**config.mk**
```make
export PLATFORM = sky130hd
export DESIGN_NAME = spi_regport
export DESIGN_NICKNAME = d
export VERILOG_FILES = /design/src/rtl/spi_regport_pkg.sv /design/src/rtl/spi_regport_ctrl.sv /design/src/rtl/spi_regport_dp.sv /design/src/rtl/spi_regport.sv
export SDC_FILE = /design/constraint.sdc
export NUM_CORES = 1
export LEC_CHECK = 0
export ABC_AREA = 1
export BUFFER_PORTS_ARGS = -buffer_cell sky130_fd_sc_hd__buf_2
export CAP_MARGIN = 10
export CELL_PAD_IN_SITES_DETAIL_PLACEMENT = 1
export CELL_PAD_IN_SITES_GLOBAL_PLACEMENT = 1
export CORE_UTILIZATION = 45
export DETAILED_ROUTE_END_ITERATION = 10
export PLACE_DENSITY = 0.9
export SETUP_SLACK_MARGIN = 0.4
export SYNTH_ARGS = -nofsm -noshare
export SYNTH_HDL_FRONTEND = slang
export SYNTH_SLANG_ARGS = --single-unit
```
**constraint.sdc**
```tcl
create_clock -name clk -period 2.1 [get_ports clk]
set_input_delay 0.315 -clock clk [delete_from_list [all_inputs] [get_ports clk]]
set_output_delay 0.315 -clock clk [all_outputs]
set_load 0.02 [all_outputs]
```
**src/rtl/spi_regport_pkg.sv**
```systemverilog
package spi_regport_pkg;

  // Per-cycle strobes from the serial front end to the datapath
  typedef struct packed {
    logic csActive;   // chip select seen low after synchronisation
    logic load;       // frame start: snapshot readback word
    logic capture;    // capture edge: shift bitIn into frame
    logic launch;     // launch edge: advance MISO
    logic commit;     // frame end with exact bit count
    logic bitIn;      // synchronised MOSI value
  } ctlStrobes_t;

endpackage

```
**src/rtl/spi_regport_ctrl.sv**
```systemverilog
module spi_regport_ctrl
  import spi_regport_pkg::*;
#(
  parameter int FRAME_W         = 32,
  parameter int SYNC_STAGES     = 2,
  parameter bit CAPTURE_ON_RISE = 1'b1
) (
  input  logic        clk,
  input  logic        rstN,
  input  logic        sclk,
  input  logic        csN,
  input  logic        mosi,
  output ctlStrobes_t strb
);

  localparam int CNT_W = $clog2(FRAME_W + 2);
  localparam logic [CNT_W-1:0] CNT_FULL = CNT_W'(FRAME_W);
  localparam logic [CNT_W-1:0] CNT_OVER = CNT_W'(FRAME_W + 1);

  logic [SYNC_STAGES-1:0] sclkQ, csQ, mosiQ;
  logic                   sclkD, csD;
  logic [CNT_W-1:0]       bitCnt;
  logic                   sclkS, csS, sclkRise, sclkFall, capEdge, lchEdge;

  always_ff @(posedge clk) begin
    if (!rstN) begin
      sclkQ <= '0;
      csQ   <= '1;
      mosiQ <= '0;
      sclkD <= 1'b0;
      csD   <= 1'b1;
    end else begin
      sclkQ <= {sclkQ[SYNC_STAGES-2:0], sclk};
      csQ   <= {csQ[SYNC_STAGES-2:0], csN};
      mosiQ <= {mosiQ[SYNC_STAGES-2:0], mosi};
      sclkD <= sclkS;
      csD   <= csS;
    end
  end

  assign sclkS    = sclkQ[SYNC_STAGES-1];
  assign csS      = csQ[SYNC_STAGES-1];
  assign sclkRise = sclkS & ~sclkD;
  assign sclkFall = ~sclkS & sclkD;

  generate
    if (CAPTURE_ON_RISE) begin : g_capRise
      assign capEdge = sclkRise;
      assign lchEdge = sclkFall;
    end else begin : g_capFall
      assign capEdge = sclkFall;
      assign lchEdge = sclkRise;
    end
  endgenerate

  always_comb begin
    strb.csActive = ~csS;
    strb.load     = csD & ~csS;
    strb.capture  = ~csS & capEdge;
    // launch edges before the first capture would drop the leading bit
    strb.launch   = ~csS & lchEdge & (bitCnt != '0);
    strb.commit   = ~csD & csS & (bitCnt == CNT_FULL);
    strb.bitIn    = mosiQ[SYNC_STAGES-1];
  end

  always_ff @(posedge clk) begin
    if (!rstN) begin
      bitCnt <= '0;
    end else if (strb.load) begin
      bitCnt <= '0;
    end else if (strb.capture && bitCnt != CNT_OVER) begin
      bitCnt <= bitCnt + 1'b1;
    end
  end

endmodule

```
**src/rtl/spi_regport_dp.sv**
```systemverilog
module spi_regport_dp
  import spi_regport_pkg::*;
#(
  parameter int ADDR_W = 5,
  parameter int DATA_W = 16,
  parameter int CMD_W  = 8,
  parameter int TAIL_W = 8,
  parameter logic [ADDR_W-1:0] NOP_ADDR = '0,
  parameter logic [ADDR_W-1:0] SEL_ADDR = 5'h13
) (
  input  logic              clk,
  input  logic              rstN,
  input  ctlStrobes_t       strb,
  output logic              miso,
  output logic              regWrEn,
  output logic [ADDR_W-1:0] regWrAddr,
  output logic [DATA_W-1:0] regWrData,
  output logic [ADDR_W-1:0] regRdAddr,
  input  logic [DATA_W-1:0] regRdData
);

  localparam int FRAME_W  = CMD_W + DATA_W + TAIL_W;
  localparam int ADDR_LSB = DATA_W + TAIL_W;

  logic [FRAME_W-1:0] shiftIn, shiftOut;
  logic [ADDR_W-1:0]  pendingAddr, frmAddr;
  logic [DATA_W-1:0]  frmData, rdWord;
  logic               frmCmdOk, unusedBits;

  assign frmCmdOk = shiftIn[FRAME_W-1];
  assign frmAddr  = shiftIn[ADDR_LSB +: ADDR_W];
  assign frmData  = shiftIn[TAIL_W +: DATA_W];
  assign unusedBits = ^{shiftIn[FRAME_W-2:ADDR_LSB+ADDR_W], shiftIn[TAIL_W-1:0],
                        frmData[DATA_W-1:ADDR_W]};

  // Forward a write that lands on the pending register in the snapshot cycle
  assign rdWord = (regWrEn && regWrAddr == pendingAddr) ? regWrData : regRdData;

  always_ff @(posedge clk) begin
    if (!rstN) begin
      shiftIn  <= '0;
      shiftOut <= '0;
    end else begin
      if (strb.capture) shiftIn <= {shiftIn[FRAME_W-2:0], strb.bitIn};
      if (strb.load)
        shiftOut <= {{CMD_W{1'b0}}, rdWord, {TAIL_W{1'b0}}};
      else if (strb.launch)
        shiftOut <= {shiftOut[FRAME_W-2:0], 1'b0};
    end
  end

  always_ff @(posedge clk) begin
    if (!rstN) begin
      pendingAddr <= '0;
      regWrEn     <= 1'b0;
      regWrAddr   <= '0;
      regWrData   <= '0;
    end else begin
      regWrEn <= 1'b0;
      if (strb.commit && frmCmdOk) begin
        if (frmAddr == SEL_ADDR) begin
          pendingAddr <= frmData[ADDR_W-1:0];
        end else if (frmAddr != NOP_ADDR) begin
          regWrEn   <= 1'b1;
          regWrAddr <= frmAddr;
          regWrData <= frmData;
        end
      end
    end
  end

  assign regRdAddr = pendingAddr;
  assign miso      = strb.csActive & shiftOut[FRAME_W-1];

endmodule

```
**src/rtl/spi_regport.sv**
```systemverilog
module spi_regport
  import spi_regport_pkg::*;
#(
  parameter int ADDR_W          = 5,
  parameter int DATA_W          = 16,
  parameter int CMD_W           = 8,
  parameter int TAIL_W          = 8,
  parameter int SYNC_STAGES     = 2,
  parameter bit CAPTURE_ON_RISE = 1'b1,
  parameter logic [ADDR_W-1:0] NOP_ADDR = '0,
  parameter logic [ADDR_W-1:0] SEL_ADDR = 5'h13
) (
  input  logic              clk,
  input  logic              rstN,
  input  logic              sclk,
  input  logic              csN,
  input  logic              mosi,
  output logic              miso,
  output logic              regWrEn,
  output logic [ADDR_W-1:0] regWrAddr,
  output logic [DATA_W-1:0] regWrData,
  output logic [ADDR_W-1:0] regRdAddr,
  input  logic [DATA_W-1:0] regRdData
);

  localparam int FRAME_W = CMD_W + DATA_W + TAIL_W;

  ctlStrobes_t strb;

  spi_regport_ctrl #(
    .FRAME_W(FRAME_W), .SYNC_STAGES(SYNC_STAGES), .CAPTURE_ON_RISE(CAPTURE_ON_RISE)
  ) ctrlI (
    .clk(clk), .rstN(rstN), .sclk(sclk), .csN(csN), .mosi(mosi), .strb(strb)
  );

  spi_regport_dp #(
    .ADDR_W(ADDR_W), .DATA_W(DATA_W), .CMD_W(CMD_W), .TAIL_W(TAIL_W),
    .NOP_ADDR(NOP_ADDR), .SEL_ADDR(SEL_ADDR)
  ) dpI (
    .clk(clk), .rstN(rstN), .strb(strb), .miso(miso),
    .regWrEn(regWrEn), .regWrAddr(regWrAddr), .regWrData(regWrData),
    .regRdAddr(regRdAddr), .regRdData(regRdData)
  );

endmodule

```
==> summary.md <==
| Metric | Value |
|---|---|
| Status | finished clean |
| Clk sinks | 97 |
| Top FF cell, synth | dfxtp_1 |
| Worst-path maximum fanout | 10 |
| FF-to-FF setup slack | 410 ps |
| First-pass GRT wire length | roughly 18000 um |
| Total power | ~3.2 mW |
| Setup-failing EPs final | 0 |
| Worst-path clk slew | about 90 ps |
| Most common cell after layout, fill and taps aside | nand2_1 |
| Cts hold-fix bufs | 0 |
| Most frequent cells in the layout | 96 x nand2_1, 95 x dfxtp_1, 66 x o21ai_0 |
| Initial Utilization | 0.4756 |
| Cell variety after synth | 25 |
| Iteration-0 DRC Markers | 169 |
| Post-DRT Antenna Nets | 0 |
| Dpl cell area | 4314 um^2 |
| Final Hold Fails | 0 |
| Post-synth EDFFs | 0 |
| Clk_lat worst skew | 360 ps |
| CTS tree | done |
| Ports | 49 |
| Die ar. | between 9000 and 10000 um^2 |
| Clk_skew | 7.750 ps |
| Remaining DRCs | 0 |
| GRT met2 Usage | 0.4468 |
| Yosys warns | 0 |
| Post-synthesis cell area | 3986 um^2 |
| Asr flop ratio synth | 0 |
| Syn Nets | about 570 |
| Max_cap viols | 0 |
| Antenna violations before repair | 0 |
| Adder-Cell Fraction of Synth Area | 0.009416 |
| Layout cells sized above 1 | 0.1705 |
| Die width | 96.12 um |
| FF+latch count, synth | 97 |
| Multi-input gate area | approximately 1700 um^2 |
| WHS | 133.8 ps |
| Final Critical Period | 1687 ps |
| Core ar. | 8382 um^2 |
| Required @ worst endpoint | 2360 ps |
| TNS Setup | 0 ps |
| Diode count | 0 |
| CP Launch Type | flop |
| Max-slew violations | 0 |
| Worst IR Drop VDD | between 0.4 and 0.5 mV |
| Worst path arrival time | 1950 ps |
| Period utilization | 0.8032 |
| CP Class | reg -> reg |
| Crit. End Element | flop |
| 1st-pass router iterations | 4 |
| Gr busiest metal | met2 |
| Met3 usage | 0.05055 |
| Register Area | 1947 um^2 |
| RSZ-0062 raised after global routing | true |
| DR vias | 3868 |
| Post-route cell area | about 4600 um^2 |
| Leakage power | around 1.9 nW |
| Global placer's final weighted congestion | 0.7721 |
| Wire per inst | around 16 um |
| FP Rows | 33 |
| Vias in the first global route | between 3000 and 4000 |
| Peak Freq | 592.9 MHz |
| Mux share of post-synthesis cell area | 0 |
| HPWL Detailed | 7384 um |
| Post-Synth XOR/XNOR Area | 0.002197 |
| Sequential share of the synthesized area | 0.4871 |
| Synth-to-layout area growth | 16.26% |
| Port bufs | 48 |
| M1 GR Usage | 0.3017 |
| Drt total wl | approximately 11000 um |
| Hold Crit Class | in -> reg |
| CTS max path bufs | 2 |
| Vias per cell | 5.456 |
| Total grt overflow | 0 |
| Synth Instances | 549 |
| Gr usage total | 0.2548 |
| Power Density | 695.6 nW/um^2 |
| Die height | around 96 um |
| Layout Nets | a little over 600 |
| Number of buffers created by CTS | 9 |
| Fillers | 1105 |
| Synth Area in Simple Gates | 0.2429 |
| Slew @ Worst Pin | ~430 ps |
| Compound-Gate Fraction of Synth Area | 0.1626 |
| Largest net degree at the start of global routing | 50 |
| Synth Area per Inst | around 7.3 um^2 |
| Slew headroom | 0.7159 |
| Clock Tree Root | clkbuf_8 |
| Largest family of logic cells by synthesized area | simple AND/OR/NAND/NOR gates |
| H-tree depth | 3 |
-- per-stage QoR --
step / utilization / setup WS, ps / std cells
2_1_floorplan: - / 572.1 / 549
3_3_place_gp: 0.5147 / 470.1 / 685
3_5_place_dp: 0.5147 / 379.5 / 685
4_1_cts: 0.5411 / 419.4 / 703
5_1_grt: 0.5529 / 339.7 / 709
6_report: 0.5529 / 413.2 / 709
-- sequential cells by signal (all words and copies together), names as in the netlist --
signal,cells
dpI.regWrEn,1
ctrlI.csD,1
ctrlI.mosiQ,2
dpI.regWrAddr,5
ctrlI.sclkQ,2
ctrlI.csQ,2
dpI.shiftOut,24
dpI.regWrData,16
dpI.regRdAddr,5
dpI.shiftIn,32
ctrlI.bitCnt,6
ctrlI.sclkD,1
-- kinds of logic after synthesis --
kind of cell,count (synthesis)
fa+ha+maj,3
compound gates,127
buf+inv,97
simple gates,224
flops,97
xor+xnor,1
-- synthesized netlist by cell type (2+ instances only) --
library cell,count,area share
nor2_2,4,0.0063
nand4_1,21,0.033
or2_2,2,0.0031
o21ai_0,67,0.084
ha_1,3,0.0094
a21oi_1,55,0.069
dfxtp_1,97,0.49
a211oi_1,5,0.0094
nor2_1,66,0.062
nand3_1,23,0.029
nand2_1,99,0.093
inv_1,67,0.063
clkbuf_1,18,0.017
inv_2,2,0.0019
nor3_1,4,0.0050
buf_2,7,0.0088
-- repair_timing --
| action | 4_1_cts | 5_1_grt |
|---|---|---|
| endpoints found under the setup margin | 32 | 43 |
| gates cloned | 0 | 1 |
| setup buffers | 2 | 5 |
| endpoints found under the hold margin | 0 | 0 |
| gates resized for setup | 2 | 15 |
| pin swaps | 1 | 5 |
-- report_power, final --
part           leakage, nW  switching [mW]  internal (mW)
combinational         1.03          0.0923         0.0506
clock               0.0974           0.625          0.582
sequential           0.786          0.0136           1.86
total                 1.91           0.731           2.49
-- worst max-delay path, stage by stage, from the launching register on --
cell and delay (ps):
dfxtp_2 340, inv_2 80, ha_2 190, nand2_2 70, nor3_4 260, nand2_1 290, a211oi_1 360
-- final timing paths --
| kind | cells after the start | startpoint | to |
|---|---|---|---|
| max reg2reg | 6 | ctrlI.bitCnt[1] | dpI.regRdAddr[4] |
| max | 6 | ctrlI.bitCnt[1] | dpI.regRdAddr[4] |
| min | 3 | mosi | ctrlI.mosiQ[0] |
| min reg2reg | 2 | ctrlI.mosiQ[0] | ctrlI.mosiQ[1] |
-- cell type report --
class,count,share of cell area
tap,105,0.02835
clock buffer,13,0.03213
timing repair buffer,66,0.08909
inverter,70,0.05832
multi-input combinational,355,0.3634
clock inverter,3,0.008639
sequential,97,0.4201
-- metal layers --
layer,up-vias,wire [um]
met5,-,0
met4,0,212
met3,22,550
met2,102,5765
met1,1868,4629
li1,1876,-
Power figures use the tool's default switching activity.
